$ cat src/rtl/ps_cfg_pkg.sv
package ps_cfg_pkg;
    typedef enum logic [2:0] {
        ST_IDLE,
        ST_PULSE,
        ST_FETCH,
        ST_SHIFT,
        ST_TRAIL,
        ST_CHECK
    } cfg_st_e;

    localparam logic [1:0] STAT_PASS = 2'b11;
endpackage

$ cat src/rtl/ps_cfg_bitclk.sv
// Serial clock generator: one bit slot is DIV system cycles,
// low in the first half and high in the second.
module ps_cfg_bitclk #(
    parameter int DIV = 4
) (
    input  logic clk,
    input  logic rst_n,
    input  logic run_i,
    output logic sclk_o,
    output logic slot_end_o
);
    localparam int HALF = DIV / 2;
    localparam int CW   = (DIV > 2) ? $clog2(DIV) : 1;

    logic [CW-1:0] cnt_d, cnt_q;

    always_comb begin
        cnt_d = '0;
        if (run_i) begin
            cnt_d = (cnt_q == CW'(DIV - 1)) ? '0 : cnt_q + 1'b1;
        end
    end

    always_ff @(posedge clk or negedge rst_n) begin
        if (!rst_n) cnt_q <= '0;
        else        cnt_q <= cnt_d;
    end

    assign sclk_o     = (cnt_q >= CW'(HALF));
    assign slot_end_o = run_i && (cnt_q == CW'(DIV - 1));


    idle_sclk_low_chk: assert property (@(posedge clk) disable iff (!rst_n)
        !run_i |=> (!sclk_o || run_i));
endmodule

$ cat src/rtl/ps_cfg_serializer.sv
// Shift register presenting the LSB; zero fill keeps the line at 0 afterwards.
module ps_cfg_serializer #(
    parameter int W = 8
) (
    input  logic         clk,
    input  logic         rst_n,
    input  logic         load_i,
    input  logic [W-1:0] data_i,
    input  logic         shift_i,
    output logic         bit_o
);
    logic [W-1:0] sr_d, sr_q;

    always_comb begin
        sr_d = sr_q;
        if (load_i)       sr_d = data_i;
        else if (shift_i) sr_d = {1'b0, sr_q[W-1:1]};
    end

    always_ff @(posedge clk or negedge rst_n) begin
        if (!rst_n) sr_q <= '0;
        else        sr_q <= sr_d;
    end

    assign bit_o = sr_q[0];
endmodule

$ cat src/rtl/ps_cfg_loader.sv
module ps_cfg_loader
    import ps_cfg_pkg::*;
#(
    parameter int CLK_HZ     = 50_000_000,
    parameter int PULSE_US   = 200,
    parameter int SCLK_DIV   = 4,
    parameter int TRAIL_CLKS = 50
) (
    input  logic       clk,
    input  logic       rst_n,
    input  logic       start_i,
    input  logic       pwr_ctl_i,
    input  logic [7:0] in_data_i,
    input  logic       in_valid_i,
    input  logic       in_last_i,
    output logic       in_ready_o,
    output logic       busy_o,
    output logic       done_o,
    output logic       err_o,
    output logic [1:0] stat_o,
    output logic       tgt_pwr_n_o,
    output logic       tgt_cfg_req_n_o,
    output logic       tgt_sdata_o,
    output logic       tgt_sclk_o,
    input  logic       tgt_status_i,
    input  logic       tgt_cfg_done_i
);
    localparam int PULSE_CYC = (CLK_HZ / 1000) * PULSE_US / 1000;
    localparam int PCW       = $clog2(PULSE_CYC + 1);
    localparam int TCW       = $clog2(TRAIL_CLKS + 1);

    typedef struct packed {
        cfg_st_e        st;
        logic [PCW-1:0] pcnt;
        logic [2:0]     bits;
        logic [TCW-1:0] tcnt;
        logic           last;
        logic           busy;
        logic           done;
        logic           err;
        logic [1:0]     stat;
    } regs_t;

    regs_t r_d, r_q;
    logic  run, slot_end, ld, sh;

    always_comb begin
        r_d    = r_q;
        r_d.done = 1'b0;
        run    = 1'b0;
        ld     = 1'b0;
        sh     = 1'b0;
        unique case (r_q.st)
            ST_IDLE: begin
                if (start_i) begin
                    r_d.st   = ST_PULSE;
                    r_d.pcnt = PCW'(PULSE_CYC - 1);
                    r_d.busy = 1'b1;
                    r_d.err  = 1'b0;
                    r_d.stat = '0;
                end
            end
            ST_PULSE: begin
                if (r_q.pcnt == '0) r_d.st = ST_FETCH;
                else                r_d.pcnt = r_q.pcnt - 1'b1;
            end
            ST_FETCH: begin
                if (in_valid_i) begin
                    ld       = 1'b1;
                    r_d.last = in_last_i;
                    r_d.bits = 3'd7;
                    r_d.st   = ST_SHIFT;
                end
            end
            ST_SHIFT: begin
                run = 1'b1;
                if (slot_end) begin
                    sh = 1'b1;
                    if (r_q.bits == '0) begin
                        r_d.st   = r_q.last ? ST_TRAIL : ST_FETCH;
                        r_d.tcnt = TCW'(TRAIL_CLKS - 1);
                    end else begin
                        r_d.bits = r_q.bits - 1'b1;
                    end
                end
            end
            ST_TRAIL: begin
                run = 1'b1;
                if (slot_end) begin
                    if (r_q.tcnt == '0) r_d.st = ST_CHECK;
                    else                r_d.tcnt = r_q.tcnt - 1'b1;
                end
            end
            ST_CHECK: begin
                r_d.stat = {tgt_cfg_done_i, tgt_status_i};
                r_d.err  = ({tgt_cfg_done_i, tgt_status_i} != STAT_PASS);
                r_d.done = 1'b1;
                r_d.busy = 1'b0;
                r_d.st   = ST_IDLE;
            end
            default: r_d.st = ST_IDLE;
        endcase
    end

    always_ff @(posedge clk or negedge rst_n) begin
        if (!rst_n) begin
            r_q <= '{st: ST_IDLE, pcnt: '0, bits: '0, tcnt: '0, last: 1'b0,
                     busy: 1'b0, done: 1'b0, err: 1'b0, stat: '0};
        end else begin
            r_q <= r_d;
        end
    end

    ps_cfg_bitclk #(.DIV(SCLK_DIV)) u_bitclk (
        .clk        (clk),
        .rst_n      (rst_n),
        .run_i      (run),
        .sclk_o     (tgt_sclk_o),
        .slot_end_o (slot_end)
    );

    ps_cfg_serializer #(.W(8)) u_ser (
        .clk     (clk),
        .rst_n   (rst_n),
        .load_i  (ld),
        .data_i  (in_data_i),
        .shift_i (sh),
        .bit_o   (tgt_sdata_o)
    );

    assign in_ready_o      = (r_q.st == ST_FETCH);
    assign busy_o          = r_q.busy;
    assign done_o          = r_q.done;
    assign err_o           = r_q.err;
    assign stat_o          = r_q.stat;
    assign tgt_cfg_req_n_o = (r_q.st != ST_PULSE);
    assign tgt_pwr_n_o     = r_q.busy ? 1'b0 : ~pwr_ctl_i;


    powered_while_busy_chk: assert property (@(posedge clk) disable iff (!rst_n)
        busy_o |-> !tgt_pwr_n_o);

    req_within_load_chk: assert property (@(posedge clk) disable iff (!rst_n)
        !tgt_cfg_req_n_o |-> busy_o);

    ready_after_release_chk: assert property (@(posedge clk) disable iff (!rst_n)
        in_ready_o |-> (tgt_cfg_req_n_o && busy_o));

    data_steady_high_chk: assert property (@(posedge clk) disable iff (!rst_n)
        (tgt_sclk_o && $past(tgt_sclk_o)) |-> $stable(tgt_sdata_o));

    done_ends_load_chk: assert property (@(posedge clk) disable iff (!rst_n)
        $rose(done_o) |-> ($past(busy_o) && !busy_o));

    idle_power_follow_chk: assert property (@(posedge clk) disable iff (!rst_n)
        !busy_o |-> (tgt_pwr_n_o == !pwr_ctl_i));
endmodule

$ cat config.mk
export PLATFORM = sky130hd
export DESIGN_NAME = ps_cfg_loader
export DESIGN_NICKNAME = d
export VERILOG_FILES = /design/src/rtl/ps_cfg_pkg.sv /design/src/rtl/ps_cfg_bitclk.sv /design/src/rtl/ps_cfg_serializer.sv /design/src/rtl/ps_cfg_loader.sv
export SDC_FILE = /design/constraint.sdc
export NUM_CORES = 1
export LEC_CHECK = 0
export BUFFER_PORTS_ARGS = -buffer_cell sky130_fd_sc_hd__buf_4
export CAP_MARGIN = 20
export CELL_PAD_IN_SITES_DETAIL_PLACEMENT = 1
export CELL_PAD_IN_SITES_GLOBAL_PLACEMENT = 2
export CORE_MARGIN = 2
export CORE_UTILIZATION = 38
export CTS_BUF_LIST = sky130_fd_sc_hd__clkbuf_2
export DETAILED_ROUTE_END_ITERATION = 8
export PLACE_DENSITY_LB_ADDON = 0.1
export SLEW_MARGIN = 5
export SYNTH_ARGS = -nofsm -noshare
export SYNTH_HDL_FRONTEND = slang
export SYNTH_SLANG_ARGS = --single-unit
$ cat constraint.sdc
create_clock -name clk -period 2.92 [get_ports clk]
set_clock_uncertainty 0.2 [all_clocks]
set_input_delay 0.292 -clock clk [delete_from_list [all_inputs] [get_ports clk]]
set_output_delay 0.292 -clock clk [all_outputs]
set_load 0.005 [all_outputs]
==> results of run 1 <==
## logic make-up after synthesis
family / after synthesis / synth area share, %
compound gates: 48 / 15.2
buf+inv: 22 / 4.82
xor+xnor: 9 / 3.49
flops: 42 / 46.5
fa+ha+maj: 7 / 3.88
mux: 9 / 4.04
simple gates: 89 / 22.0
## sequential cells by signal, indices dropped and copies added, names as in the netlist
name,count
u_bitclk.cnt_q,2
busy_o,1
err_o,1
u_ser.sr_q,8
done_o,1
r_q,27
stat_o,2
## synth_stat cells, types with 2 or more instances
| master | instances |
|---|---|
| nor3_1 | 5 |
| mux2i_1 | 8 |
| or3_1 | 4 |
| nor2b_1 | 2 |
| nand3_1 | 6 |
| buf_6 | 2 |
| nand2_1 | 12 |
| a22o_1 | 4 |
| xnor2_1 | 3 |
| buf_4 | 2 |
| nand4_1 | 5 |
| nor3b_2 | 2 |
| buf_2 | 2 |
| o31a_1 | 2 |
| and2_1 | 3 |
| nor3b_1 | 2 |
| inv_1 | 11 |
| xor2_1 | 6 |
| nand2b_1 | 4 |
| clkbuf_1 | 4 |
| nor2_1 | 26 |
| nor4_2 | 3 |
| ha_1 | 7 |
| o21ai_1 | 4 |
| a21oi_1 | 16 |
| o21ai_0 | 5 |
| a31oi_1 | 4 |
| dfrtp_1 | 42 |
| nor4_1 | 4 |
| a211oi_1 | 3 |
| and3b_1 | 2 |
## cell type report
cell class | count | area share, %
Clock buffer | 5 | 0.943
Clock inverter | 3 | 0.424
Inverter | 11 | 1.56
Multi-Input combinational cell | 162 | 41.4
Sequential cell | 42 | 39.6
Tap cell | 75 | 3.54
Timing Repair Buffer | 40 | 12.5
## where the power goes
| part | internal (mW) | leakage [nW] | switching [mW] | total [mW] |
|---|---|---|---|---|
| sequential | 0.740 | 0.483 | 0.167 | 0.907 |
| combinational | 0.402 | 0.634 | 0.441 | 0.843 |
| clock | 0.0512 | 0.0255 | 0.185 | 0.237 |
| total | 1.19 | 1.14 | 0.793 | 1.99 |
## critical path, cell delays in order (launching register included)
cell,delay (ns)
dfrtp_1,0.64
or3b_1,0.41
a21oi_1,0.12
a2111o_1,0.44
or2_1,0.24
a21o_1,0.18
## path summary, 6_finish.rpt
kind | start | end | slack, ns
min in group clk | start_i | r_q[24]$_DFFE_PN0P_ | 0.20
setup reg to reg | r_q[29]$_DFFE_PN0P_ | r_q[29]$_DFFE_PN0P_ | 0.62
max in group asynchronous | rst_n | stat_o[0]$_DFFE_PN0P_ | 1.96
setup / recovery | r_q[29]$_DFFE_PN0P_ | r_q[29]$_DFFE_PN0P_ | 0.62
hold / removal | rst_n | r_q[8]$_DFFE_PN0P_ | 0.18
hold reg to reg | r_q[14]$_DFFE_PN0P_ | r_q[14]$_DFFE_PN0P_ | 0.28
## layer usage
layer	vias up	wire [µm]	global-route usage [%]
met5	-	0	0
li1	877	-	-
met4	0	53	4.58
met2	24	2260	26.6
met1	855	2360	21.8
met3	5	157	3.56
## stage by stage
step	power (mW)	hold WS (ns)	cells
floorplan	1.52	-0.204	226
global placement	1.74	0.124	317
finish	1.99	0.185	338
CTS	2.02	0.191	338
detailed placement	1.76	0.124	317
global route	2.18	0.202	338
==> impl_metrics.tcl, run 1 <==
set metrics [dict create \
    status "finished, final reports clean" \
    grt_overflow 0 \
    synthToLayoutAreaGrowth_pct 17.5 \
    async_reset_ff_share_pct 100 \
    crit_fanout 15 \
    post_cts_buffers 0 \
    drt_first_iter_violations 55 \
    first_global_vias 1820 \
    seq_area_frac_synth_pct 46.5 \
    cts_buffer_depth 2 \
    cp.arrival_ns 2.42 \
    synthCells 226 \
    leakage_nw 1.14 \
    ys.warnings.count 0 \
    die_y_um 81.1 \
    crit_required_ns 3.04 \
    synth_top_cell_by_area "dfrtp_1" \
    place_hpwl_um 3450 \
    period_needed_ns 2.30 \
    rsz0062_at_grt "false" \
    dpl-instance-area_um2 2490 \
    crit_type "flip-flop to flip-flop" \
    viasPerCell 5.21 \
    cts_hold_buf 13 \
    synth_top_area_share_pct 46.5 \
    drv_slew 0 \
    htreeDepth 2 \
    min_path_type "primary input to asynchronous set/reset pin" \
    start_util_pct 38.8 \
    layout.nets 285 \
    synth_area_um2 2260 \
    root_buffer "clkbuf_2" \
    dr.pass1.iters 4 \
    syn-num-nets 249 \
    ios 26 \
    antenna_found_initial 0 \
    postLayoutCellArea_um2 2650 \
    core_area_um2 5820 \
    ys_ff_latch 42 \
    relSlewSlack_pct 60.8 \
    vias 1761 \
    layout_common_cells "42 x dfrtp_1, 27 x buf_4, 26 x nor2_1, 16 x a21oi_1, 13 x dlygate4sd3_1" \
    cts.repair.resized 0 \
    hold_viol 0 \
    reg2reg_depth 5 \
    power_density_nw_per_um2 749 \
    synth-edff-count 0 \
    num_antenna_cells 0 \
    setup_viol 0 \
    grt_pass1_wl_um 8380 \
    critical_path.startpoint_type "flip-flop" \
    tns_ns 0 \
    place_ws_ns 0.645 \
    place_congestion 0.676 \
    drive_above_1_share_pct 17.1 \
    fin_ws_ns 0.620 \
    wire_per_inst_um 14.3 \
    clock_latency_ns 0.39 \
    final_common_cell "dfrtp_1" \
    avgSynthCellArea_um2 9.99 \
    min_period_over_period_pct 78.8 \
    maxCapViolCount 0 \
    max_freq_mhz 435 \
    grt_max_degree 43 \
    ir_drop_mv 0.333 \
    wirelength_um 4830 \
    yosysUniqueCellTypes 52 \
    cts_buffers 5 \
    ff_latch_area_um2 1050 \
    synth-main-ff-cell "dfrtp_1" \
    end_kind "flip-flop" \
    cts_tree "yes" \
    drc_errors 0 \
    gr-usage-all-layers_pct 16.3 \
    multi_input_area_um2 1100 \
    io_buffers 25 \
    clock-sinks 42 \
    synth_area_leaders "dfrtp_1 47%, nor2_1 4.3%, ha_1 3.9%, a21oi_1 3.5%, mux2i_1 3.5%" \
    rows 28 \
    clk_pin_slew_ns 0.20 \
    die_width_um 81.1 \
    dieArea_um2 6580 \
    post-route-util_pct 45.6 \
    tightest_slew_ns 0.587 \
    ant_nets 0 \
    num-fill-cells 686 \
]
Power figures use the tool's default switching activity.
==> run 2, diff against run 1 <==
--- a/config.mk
+++ b/config.mk
@@ -5,12 +5,13 @@
 export SDC_FILE = /design/constraint.sdc
 export NUM_CORES = 1
 export LEC_CHECK = 0
+export ABC_AREA = 1
 export BUFFER_PORTS_ARGS = -buffer_cell sky130_fd_sc_hd__buf_4
 export CAP_MARGIN = 20
 export CELL_PAD_IN_SITES_DETAIL_PLACEMENT = 1
 export CELL_PAD_IN_SITES_GLOBAL_PLACEMENT = 2
 export CORE_MARGIN = 2
-export CORE_UTILIZATION = 38
+export CORE_UTILIZATION = 35
 export CTS_BUF_LIST = sky130_fd_sc_hd__clkbuf_2
 export DETAILED_ROUTE_END_ITERATION = 8
 export PLACE_DENSITY_LB_ADDON = 0.1
==> constraint.sdc (replaced) <==
create_clock -name clk -period 2.15 [get_ports clk]
set_clock_uncertainty 0.2 [all_clocks]
set_input_delay 0.215 -clock clk [delete_from_list [all_inputs] [get_ports clk]]
set_output_delay 0.215 -clock clk [all_outputs]
set_load 0.005 [all_outputs]
==> run 2 against run 1 <==
Maximum frequency increased by 16%. Sequential share of layout area decreased by 3.7 points. First-iteration DRC count increased by 11%. Hold slack got worse by 0.076 ns. Critical endpoint is now u_ser.sr_q[7]$_DFFE_PN0P_. Largest cell class unchanged. Largest power group is now combinational logic.
==> impl_metrics.tcl, run 2 <==
set metrics [dict create \
    dr.pass1.iters 4 \
    maxCapViolCount 0 \
    avgSynthCellArea_um2 7.42 \
    synth_top_cell_by_area "dfrtp_1" \
    drv_slew 0 \
    dpl-instance-area_um2 2690 \
    tns_ns 0 \
    cts_buffer_depth 2 \
    fin_ws_ns 0.161 \
    synth_area_leaders "dfrtp_1 43%, nand2_1 14%, o21ai_0 7.2%, inv_1 6.3%, nand3_1 5.3%" \
    cts_buffers 5 \
    grt_max_degree 43 \
    synth-main-ff-cell "dfrtp_1" \
    worst_hold_slack_ns 0.108 \
    top_register "r_q" \
    crit_fanout 6 \
    ys_ff_latch 42 \
    synth-edff-count 0 \
    relSlewSlack_pct 62.5 \
    synthToLayoutAreaGrowth_pct 20.1 \
    end_kind "flip-flop" \
    die_width_um 87.5 \
    gr-usage-all-layers_pct 17.6 \
    min_path_type "primary input to asynchronous set/reset pin" \
    synth.most_common_cell "nand2_1" \
    async_reset_ff_share_pct 100 \
    wire_per_inst_um 13.2 \
    max_freq_mhz 503 \
    crit_required_ns 2.29 \
    ir_drop_mv 0.498 \
    synth_top_area_share_pct 43.1 \
    synthCells 329 \
    ys.warnings.count 0 \
    drive_above_1_share_pct 16.5 \
    core_area_um2 6760 \
    drt_first_iter_violations 61 \
    antenna_found_initial 0 \
    postLayoutCellArea_um2 2930 \
    path_common_cell "nand2_1" \
    first_global_vias 2266 \
    place_ws_ns 0.155 \
    largest_reg_flops 27 \
    leakage_nw 1.50 \
    crit_type "flip-flop to flip-flop" \
    slowest_stage "dlygate4sd3_1" \
    layout_common_cells "88 x nand2_1, 41 x inv_1, 41 x dfrtp_1, 35 x o21ai_0, 31 x nor2_1" \
    yosysUniqueCellTypes 29 \
    min_period_over_period_pct 92.5 \
    tightest_slew_ns 0.563 \
    period_needed_ns 1.99 \
    power_density_nw_per_um2 1310 \
    cp.arrival_ns 2.13 \
    rows 30 \
    start_util_pct 36.1 \
    grt_pass1_wl_um 10700 \
    synth_area_um2 2440 \
    dieArea_um2 7660 \
    root_buffer "clkbuf_2" \
    layout.nets 398 \
    ant_nets 0 \
    clock-sinks 42 \
    cts_tree "yes" \
    place_congestion 0.735 \
    vias 2219 \
    clock_latency_ns 0.40 \
    netlist_top_cells_count "88 x nand2_1, 42 x dfrtp_1, 41 x inv_1" \
    drc_errors 0 \
    htreeDepth 2 \
    status "finished, final reports clean" \
    seq_area_frac_synth_pct 43.1 \
    wirelength_um 6000 \
    syn-num-nets 352 \
    io_buffers 25 \
    slowest_delay_ns 0.56 \
    place_hpwl_um 4240 \
    top_regs "r_q (27), u_ser.sr_q (8)" \
    num_antenna_cells 0 \
    die_y_um 87.5 \
    viasPerCell 4.87 \
    critical_path.startpoint_type "flip-flop" \
    path_delay_family "buffers and inverters" \
    hold_viol 0 \
    setup_viol 0 \
    cp.buffers_inverters 2 \
    ios 26 \
    final_common_cell "nand2_1" \
    grt_overflow 0 \
    clk_pin_slew_ns 0.22 \
    crit_path_cell_trace "inv_2, nand2_1, nor2_4, nand2_1, dlygate4sd3_1, o21ai_1" \
]
==> run 2: cell count changes after synthesis, moves of 8 or more <==
cell     before  now
mux2i_1       8    0
nand3_1       6   26
inv_1        11   41
o21ai_0       5   35
nand2_1      12   88
a21oi_1      16    5
==> run 2: power breakdown <==
| part | switching (mW) | total [mW] | internal (mW) |
|---|---|---|---|
| sequential | 0.242 | 1.36 | 1.12 |
| clock | 0.271 | 0.345 | 0.0743 |
| combinational | 1.30 | 2.14 | 0.836 |
==> run 2: routing by layer <==
layer  GRT usage [%]  vias up  wire length, µm
li1                -     1134                -
met1            23.3     1059             2860
met2            30.1       22             2960
met3            2.84        4              133
met4            4.20        0               40
met5               0        -                0
==> run 2: kinds of logic (layout without fill, tap and decap cells) <==
kind of cell / after synthesis / count (layout) / synth area share, %
fa+ha+maj: 7 / 7 / 3.59
buf+inv: 54 / 101 / 9.33
compound gates: 53 / 53 / 11.6
xor+xnor: 5 / 5 / 1.79
simple gates: 168 / 168 / 30.7
flops: 42 / 42 / 43.1
==> run 2: metrics by stage <==
stage	total power, mW	utilization [%]	std cells
finish	3.84	43.4	456
global route	4.32	43.4	456
CTS	3.80	42.8	453
detailed placement	3.39	39.9	429
global placement	3.34	39.9	429
floorplan	2.86	-	329
==> run 2: what timing repair did <==
action	4_1_cts	5_1_grt
gates resized for setup	0	2
endpoints found under the setup margin	1	17
endpoints found under the hold margin	54	0
hold buffers	15	0
buffers inserted	1	3
pin swaps	1	1
==> run 2: worst paths after layout <==
kind                            depth (start not counted)                        start  slack [ns]                     endpoint
max in group asynchronous                               2                        rst_n        1.24          r_q[30]$_DFFE_PN0P_
worst min-delay path                                    2                        rst_n        0.11    u_ser.sr_q[0]$_DFFE_PN0P_
worst max register to register                          6          r_q[31]$_DFFE_PN0P_        0.16    u_ser.sr_q[7]$_DFFE_PN0P_
worst max-delay path                                    6          r_q[31]$_DFFE_PN0P_        0.16    u_ser.sr_q[7]$_DFFE_PN0P_
min in group clk                                        5                      start_i        0.15           busy_o$_DFFE_PN0P_
worst min register to register                          1  u_bitclk.cnt_q[0]$_DFF_PN0_        0.28  u_bitclk.cnt_q[0]$_DFF_PN0_
==> run 2: cell type report <==
type | instances | area, µm²
clock inverters | 3 | 16.3
well taps | 80 | 100
inverters | 47 | 176
fillers | 862 | 3820
repair buffers | 46 | 395
clock buffers | 5 | 25.0
multi-input cells | 233 | 1170
flip-flops and latches | 42 | 1050
